--- config.mk ---
export PLATFORM = sky130hd
export DESIGN_NAME = vpw_glitch_filter
export DESIGN_NICKNAME = d
export VERILOG_FILES = /design/src/rtl/vpw_filt_pkg.sv /design/src/rtl/vpw_filt_datapath.sv /design/src/rtl/vpw_filt_ctrl.sv /design/src/rtl/vpw_glitch_filter.sv
export SDC_FILE = /design/constraint.sdc
export NUM_CORES = 1
export LEC_CHECK = 0
export ABC_AREA = 1
export CORE_MARGIN = 2
export CORE_UTILIZATION = 54
export DETAILED_ROUTE_END_ITERATION = 8
export MAX_ROUTING_LAYER = met4
export PLACE_DENSITY = 0.85
export SYNTH_ARGS = -nofsm -noshare
export SYNTH_HDL_FRONTEND = slang
export SYNTH_SLANG_ARGS = --single-unit
--- constraint.sdc ---
create_clock -name clk -period 1.6 [get_ports clk]
set_input_delay 0.32 -clock clk [delete_from_list [all_inputs] [get_ports clk]]
set_output_delay 0.32 -clock clk [all_outputs]
set_load 0.05 [all_outputs]
--- src/rtl/vpw_filt_pkg.sv ---
package vpw_filt_pkg;
  // strobes from the decision logic to the datapath
  typedef struct packed {
    logic countSpike;   // advance the spike counter
    logic clearSpike;   // synced input agrees with filtered level
    logic accept;       // take the new level, emit the duration
    logic flagErr;      // accepted level was too short
  } filtCtrl_t;
endpackage

--- src/rtl/vpw_filt_datapath.sv ---
module vpw_filt_datapath
  import vpw_filt_pkg::*;
#(
  parameter int DUR_W = 8,
  parameter int NOISE_US = 8,
  parameter int SYNC_STAGES = 2
) (
  input  logic               clk,
  input  logic               rstN,
  input  logic               rxRaw,
  input  logic [1:0]         preSel,
  input  logic               errClear,
  input  filtCtrl_t          ctrl,
  output logic               tick,
  output logic               syncRx,
  output logic [$clog2(NOISE_US+1)-1:0] spikeCnt,
  output logic [DUR_W-1:0]   durNext,
  output logic               rxLevel,
  output logic               edgeStrobe,
  output logic [DUR_W-1:0]   edgeDuration,
  output logic               timingErr
);
  localparam int PRE_W = 4;
  localparam logic [DUR_W-1:0] DUR_MAX = {DUR_W{1'b1}};

  logic [SYNC_STAGES-1:0] syncChain;
  logic [PRE_W-1:0]       preCnt;
  logic [PRE_W-1:0]       preLast;
  logic [DUR_W-1:0]       levelCnt;

  // two (or more) flop synchronizer
  always_ff @(posedge clk or negedge rstN) begin
    if (!rstN) syncChain <= '0;
    else       syncChain <= {syncChain[SYNC_STAGES-2:0], rxRaw};
  end
  assign syncRx = syncChain[SYNC_STAGES-1];

  // microsecond prescaler: divide by 4 + 2*preSel
  assign preLast = PRE_W'({preSel, 1'b0}) + PRE_W'(3);
  assign tick    = (preCnt >= preLast);

  always_ff @(posedge clk or negedge rstN) begin
    if (!rstN)     preCnt <= '0;
    else if (tick) preCnt <= '0;
    else           preCnt <= preCnt + 1'b1;
  end

  // time the synced input has disagreed with the filtered level
  always_ff @(posedge clk or negedge rstN) begin
    if (!rstN)                             spikeCnt <= '0;
    else if (ctrl.clearSpike || ctrl.accept) spikeCnt <= '0;
    else if (ctrl.countSpike)              spikeCnt <= spikeCnt + 1'b1;
  end

  // level length, saturating
  assign durNext = (levelCnt == DUR_MAX) ? DUR_MAX : levelCnt + 1'b1;

  always_ff @(posedge clk or negedge rstN) begin
    if (!rstN)            levelCnt <= '0;
    else if (ctrl.accept) levelCnt <= '0;
    else if (tick)        levelCnt <= durNext;
  end

  always_ff @(posedge clk or negedge rstN) begin
    if (!rstN) begin
      rxLevel      <= 1'b0;
      edgeStrobe   <= 1'b0;
      edgeDuration <= '0;
      timingErr    <= 1'b0;
    end else begin
      edgeStrobe <= ctrl.accept;
      if (ctrl.accept) begin
        rxLevel      <= syncRx;
        edgeDuration <= durNext;
      end
      if (ctrl.flagErr)  timingErr <= 1'b1;
      else if (errClear) timingErr <= 1'b0;
    end
  end
endmodule

--- src/rtl/vpw_filt_ctrl.sv ---
module vpw_filt_ctrl
  import vpw_filt_pkg::*;
#(
  parameter int DUR_W = 8,
  parameter int NOISE_US = 8,
  parameter int VALID_US = 34
) (
  input  logic               tick,
  input  logic               syncRx,
  input  logic               rxLevel,
  input  logic [$clog2(NOISE_US+1)-1:0] spikeCnt,
  input  logic [DUR_W-1:0]   durNext,
  output filtCtrl_t          ctrl
);
  localparam int SPK_W = $clog2(NOISE_US+1);

  logic mismatch;
  logic atLimit;

  assign mismatch = (syncRx != rxLevel);
  assign atLimit  = (spikeCnt == SPK_W'(NOISE_US));

  always_comb begin
    ctrl.clearSpike = !mismatch;
    ctrl.countSpike = mismatch && tick && !atLimit;
    ctrl.accept     = mismatch && tick && atLimit;
    ctrl.flagErr    = ctrl.accept && (durNext < DUR_W'(VALID_US));
  end
endmodule

--- src/rtl/vpw_glitch_filter.sv ---
module vpw_glitch_filter #(
  parameter int DUR_W = 8,
  parameter int NOISE_US = 8,
  parameter int VALID_US = 34
) (
  input  logic             clk,
  input  logic             rstN,
  input  logic             rxRaw,
  input  logic [1:0]       preSel,
  input  logic             errClear,
  output logic             rxLevel,
  output logic             edgeStrobe,
  output logic [DUR_W-1:0] edgeDuration,
  output logic             timingErr
);
  import vpw_filt_pkg::*;
  localparam int SPK_W = $clog2(NOISE_US+1);

  filtCtrl_t        ctrl;
  logic             tick;
  logic             syncRx;
  logic [SPK_W-1:0] spikeCnt;
  logic [DUR_W-1:0] durNext;

  vpw_filt_datapath #(.DUR_W(DUR_W), .NOISE_US(NOISE_US), .SYNC_STAGES(2)) i_dp (
    .clk(clk), .rstN(rstN), .rxRaw(rxRaw), .preSel(preSel), .errClear(errClear),
    .ctrl(ctrl), .tick(tick), .syncRx(syncRx), .spikeCnt(spikeCnt),
    .durNext(durNext), .rxLevel(rxLevel), .edgeStrobe(edgeStrobe),
    .edgeDuration(edgeDuration), .timingErr(timingErr)
  );

  vpw_filt_ctrl #(.DUR_W(DUR_W), .NOISE_US(NOISE_US), .VALID_US(VALID_US)) i_ctrl (
    .tick(tick), .syncRx(syncRx), .rxLevel(rxLevel), .spikeCnt(spikeCnt),
    .durNext(durNext), .ctrl(ctrl)
  );
endmodule

Word-level counts from Yosys, hierarchy flattened
Cells that the tools add are included.
{ "totals": {"register_bits": 29, "elab_cells": 35} }
{ "classes": {"add_sub_neg": 4, "n_eq_ne": 3, "muxes": 8, "magnitude_cmp": 2, "reduce_logical": 10} }
{ "ops": {"columns": ["cell", "count"], "rows": [
  ["8-bit two-way mux", 3],
  ["4-bit two-way mux", 3],
  ["4-bit by 1-bit adder with 4-bit output (second input constant)", 2],
  ["8-bit by 1-bit adder with 8-bit output (second input constant)", 1],
  ["8-bit equality test (second input constant)", 1],
  ["8-bit by 6-bit less-than comparator with 1-bit output (second input constant)", 1],
  ["2-bit nonzero test", 3],
  ["3-bit by 2-bit adder with 4-bit output (second input constant)", 1],
  ["4-bit equality test (second input constant)", 1],
  ["4-bit greater-or-equal comparator", 1],
  ["1-bit logical AND", 4],
  ["1-bit zero test", 2],
  ["1-bit two-way mux", 2],
  ["1-bit logical OR", 1],
  ["1-bit != test", 1]
]} }

Logic depth before layout (Yosys ltp)
{ "logic_depth": {"ltp_word": 6, "mapped_depth": 11, "depth_no_buf": 11} }

Modules after synthesis
From an unflattened synthesis, not the netlist that was laid out.
{ "hier_totals": {"cells_unflattened": 187, "area_unflattened_um2": 1531.5} }
{ "by_module_without_submodules": {"columns": ["module", "seq_area_each_um2", "cells_per_inst", "area_per_inst_um2", "n_inst"], "rows": [
  ["vpw_filt_datapath", 725.7, 164, 1433.9, 1],
  ["vpw_filt_ctrl", 0.0, 23, 97.6, 1]
]} }

Worst setup path before layout
Ideal clock, no wire load.
{ "synth_timing": {"path_kind": "in2reg", "start": "input preSel[0]", "end": "register i_dp.edgeDuration[4]", "required_ns": 1.471, "cell_stages": 11, "slack_ns": -0.028, "path_buffers": 1, "t_arrival_ns": 1.499, "cell_sequence": "ha_1 > inv_1 > ha_1 > nand2_1 > inv_1 > nand2_1 > nand2_2 > nand2_2 > buf_6 > nand2_1 > o21ai_0"} }
{ "synth_via": {"elab_chain_cells": 4} }
{ "synth_lines": {"columns": ["element", "line", "text"], "rows": [
  ["start: declaration", "vpw_glitch_filter.sv:9", "input logic [1:0] preSel,"],
  ["3-bit by 2-bit adder with 4-bit output", "vpw_filt_datapath.sv:39", "assign preLast = PRE_W'({preSel, 1'b0}) + PRE_W'(3);"],
  ["4-bit greater-or-equal comparator", "vpw_filt_datapath.sv:40", "assign tick = (preCnt >= preLast);"],
  ["1-bit logical AND (2 in series)", "vpw_filt_ctrl.sv:26", "ctrl.accept = mismatch && tick && atLimit;"],
  ["end signal: assignment", "vpw_filt_datapath.sv:74", "edgeDuration <= durNext;"],
  ["end: declaration", "vpw_filt_datapath.sv:20", "output logic [DUR_W-1:0] edgeDuration,"]
]} }
No other way between the ends.
A chain may end at the register's enable or synchronous reset.

Worst setup path after layout
{ "layout_timing": {"start": "register i_dp.preCnt[3]", "end": "register i_dp.spikeCnt[3]"} }
{ "layout_via": {"elab_chain_cells": 5, "elab_cells_between_ends": 7, "cone_classes": "1 x order compare; 1 x mux; 5 x reduce/logical"} }
{ "layout_lines": {"columns": ["element", "line", "text"], "rows": [
  ["start: declaration", "vpw_filt_datapath.sv:27", "logic [PRE_W-1:0] preCnt;"],
  ["start signal: assignment", "vpw_filt_datapath.sv:45", "else preCnt <= preCnt + 1'b1;"],
  ["4-bit greater-or-equal comparator *", "vpw_filt_datapath.sv:40", null],
  ["1-bit logical AND *", "vpw_filt_ctrl.sv:25, vpw_filt_ctrl.sv:26", null],
  ["1-bit logical AND", "vpw_filt_ctrl.sv:26", null],
  ["1-bit logical OR", "vpw_filt_datapath.sv:51", "else if (ctrl.clearSpike || ctrl.accept) spikeCnt <= '0;"],
  ["4-bit two-way mux / 2-bit nonzero test (equally long branches)", null, null],
  ["end signal: assignment", "vpw_filt_datapath.sv:52", "else if (ctrl.countSpike) spikeCnt <= spikeCnt + 1'b1;"],
  ["end: declaration", "vpw_filt_datapath.sv:16", "output logic [$clog2(NOISE_US+1)-1:0] spikeCnt,"]
]} }
Mark *: on every way between the ends. The rest lies on a longest branch, timed or not.

==> impl_metrics.json <==
{
  "status": "complete, no violations",
  "htree_levels": 2,
  "synth.distinct_cells": 23,
  "antenna_found_initial": 0,
  "leakagePower_nw": 0.984,
  "routed_wl_mm": 3.93,
  "initial_core_util": 0.584,
  "clockBufferDepth": 2,
  "finalMaxSlewViolations": 0,
  "met1_usage": 0.274,
  "synth_nets": 187,
  "synth_cells": 173,
  "first_pass_iters": 4,
  "cts_tree": "built",
  "first_iter_violations": 51,
  "min_path_type": "primary input to async pin",
  "die_w_um": 56.2,
  "clkSinkCount": 29,
  "fin_crit_sh": 0.984,
  "grt_pass1_vias": 1386,
  "clkLatencyLatePin_ns": 0.33,
  "clk_pin_slew_worst_paths_ns": 0.09,
  "synth.avg_cell_area_um2": 8.51,
  "final.min_clock_period_ns": 1.57,
  "synth.top_cell.area_share": 0.493,
  "clock-root-buffer": "clkbuf_4",
  "finClkSkew_ns": 0.00658,
  "via_count": 1365,
  "multi_input_area_um2": 751,
  "portBuffers": 16,
  "die_y_um": 56.2,
  "cts_hold_buf": 0,
  "drc": 0,
  "ys_seq_area_frac": 0.493,
  "reg2reg_setup_slack_ns": 0.03,
  "finalSetupViolations": 0,
  "regArea_um2": 727,
  "met3_usage": 0.0791,
  "yosysMostFrequentCell": "nand2_1",
  "ant_nets": 0,
  "use_met2": 0.430,
  "ys.flop_type": "dfrtp_1",
  "finalSetupTns_ns": 0,
  "nNetsFinal": 225,
  "rows": 18,
  "critPathMaxFanout": 4,
  "synth-edff-count": 0,
  "final_hold_viol_count": 0,
  "vias_per_cell": 5.66,
  "critPathKind": "flip-flop to flip-flop",
  "overflow": 0,
  "max_stage_delay_ns": 0.42,
  "synth_area_um2": 1470,
  "yosys.area.top_type": "dfrtp_1",
  "area_growth_pct": 35.3,
  "ir_drop_mv": 1.22,
  "drive_gt1_frac": 0.327,
  "dpl.hpwl_mm": 2.47,
  "num_antenna_cells": 0,
  "die-area_um2": 3160,
  "max_freq_mhz": 635,
  "power.density_nw_per_um2": 1460,
  "hold-worst-slack_ns": 0.358,
  "relSlewSlack": 0.753,
  "ys_warn_count": 0,
  "gp_congestion": 0.837,
  "ioPinCount": 17,
  "cts_buffers": 5,
  "crit_required_ns": 1.82,
  "grt_max_degree": 30,
  "worst_slew_pin_slew_ns": 0.371,
  "cp-start-kind": "flip-flop",
  "fp.coreArea_um2": 2520,
  "ys_top_cells_by_area": "dfrtp_1 49%, nand2_1 10%, ha_1 6.8%",
  "wire_per_inst_um": 16.3,
  "cap_violations": 0,
  "yosys_register_bits": 29,
  "grt_use_total": 0.258,
  "path_cells": "ha_4 -> a21oi_2 -> nand2_4 -> buf_6 -> buf_4 -> nand4_1 -> nand2_1",
  "synth_commonest_cells": "41 x nand2_1, 29 x dfrtp_1, 26 x inv_1, 16 x nor2_1, 10 x nand3_1",
  "total_power_mw": 2.92,
  "cp.arrival_ns": 1.80,
  "cp_num_buf_inv": 2,
  "slowest_stage": "dfrtp_1",
  "grt_most_used_layer": "met2",
  "n_fill_cell": 149,
  "endpoint_kind": "flip-flop",
  "async_reset_ff_frac": 1.00,
  "grt_first_pass_wirelength_mm": 5.94,
  "path_delay_family": "flip-flops"
}
-- what timing repair did --
item | 4_1_cts | 5_1_grt
setup buffers | 5 | 0
gates cloned | 1 | 0
endpoints found under the setup margin | 27 | 26
hold endpoints to repair | 0 | 0
resized for setup | 19 | 21
pin swaps | 3 | 7
-- power breakdown --
part	total (mW)	switching [mW]	leakage, nW	internal, mW
Sequential	1.01	0.132	0.386	0.876
Clock	0.454	0.248	0.0314	0.207
Combinational	1.46	0.830	0.566	0.627
Total	2.92	1.21	0.984	1.71
-- layout by cell type, fill, tap and decap left out, drive strengths merged, types with 3 or more instances in the layout --
master / n
buf: 28
clkbuf: 9
clkdlybuf4s50: 3
dfrtp: 29
ha: 8
inv: 27
nand2: 47
nand3: 12
nand4: 4
nor2: 18
o21ai: 14
o22ai: 5
xor2: 3
-- final timing paths --
path	start	endpoint	cells past startpoint
worst max register to register	i_dp.preCnt[3]	i_dp.spikeCnt[3]	7
worst min register to register	i_dp.syncChain[0]	i_dp.syncChain[1]	0
worst max-delay path	i_dp.preCnt[3]	i_dp.spikeCnt[3]	7
worst min-delay path	rstN	i_dp.levelCnt[3]	2
max in group asynchronous	rstN	i_dp.rxLevel	2
min in group clk	i_dp.syncChain[0]	i_dp.syncChain[1]	0
-- sequential cells by signal (all words and copies together), names as in the netlist --
signal             cells
i_dp.edgeDuration      8
i_dp.preCnt            4
i_dp.rxLevel           1
i_dp.levelCnt          8
i_dp.spikeCnt          4
i_dp.syncChain         2
i_dp.edgeStrobe        1
i_dp.timingErr         1
-- worst reg2reg max path, cell delays in order (launching register included) --
cell and delay (ns):
dfrtp_1 0.42, ha_4 0.26, a21oi_2 0.23, nand2_4 0.12, buf_6 0.15, buf_4 0.13
nand4_1 0.09, nand2_1 0.07
-- layer usage --
| metal | vias to the layer above | routed length (um) | part of all wire |
|---|---|---|---|
| met5 | - | 0 | 0 |
| met4 | 0 | 113 | 0.029 |
| met3 | 13 | 236 | 0.060 |
| met2 | 62 | 2070 | 0.53 |
| met1 | 660 | 1510 | 0.38 |
| li1 | 630 | - | - |
-- kinds of logic after synthesis --
kind of cell / synth area share
buffers and inverters: 0.0799
DFF: 0.493
xor gates and xnor gates: 0.0238
adders and majority gates: 0.0680
and+or+nand+nor: 0.252
AOI/OAI and AO/OA: 0.0833
-- per-stage QoR --
stage                     setup WS [ns]  std cells  area, um2  utilization
final                            0.0261        241       1990        0.790
after global routing            -0.0429        241       1990        0.790
after CTS                      -0.00115        242       1940        0.769
after detailed placement         -0.631        229       1760        0.698
after global placement           -0.488        229       1760        0.698
after floorplan                 0.00165        173       1480            -
-- final cells by class --
type | count | share of cell area
Tap cell | 30 | 0.0188
Multi-Input combinational cell | 115 | 0.377
Timing Repair Buffer | 33 | 0.160
Clock buffer | 7 | 0.0276
Inverter | 27 | 0.0521
Sequential cell | 29 | 0.365
No activity file was read; power rests on OpenSTA's default activity.
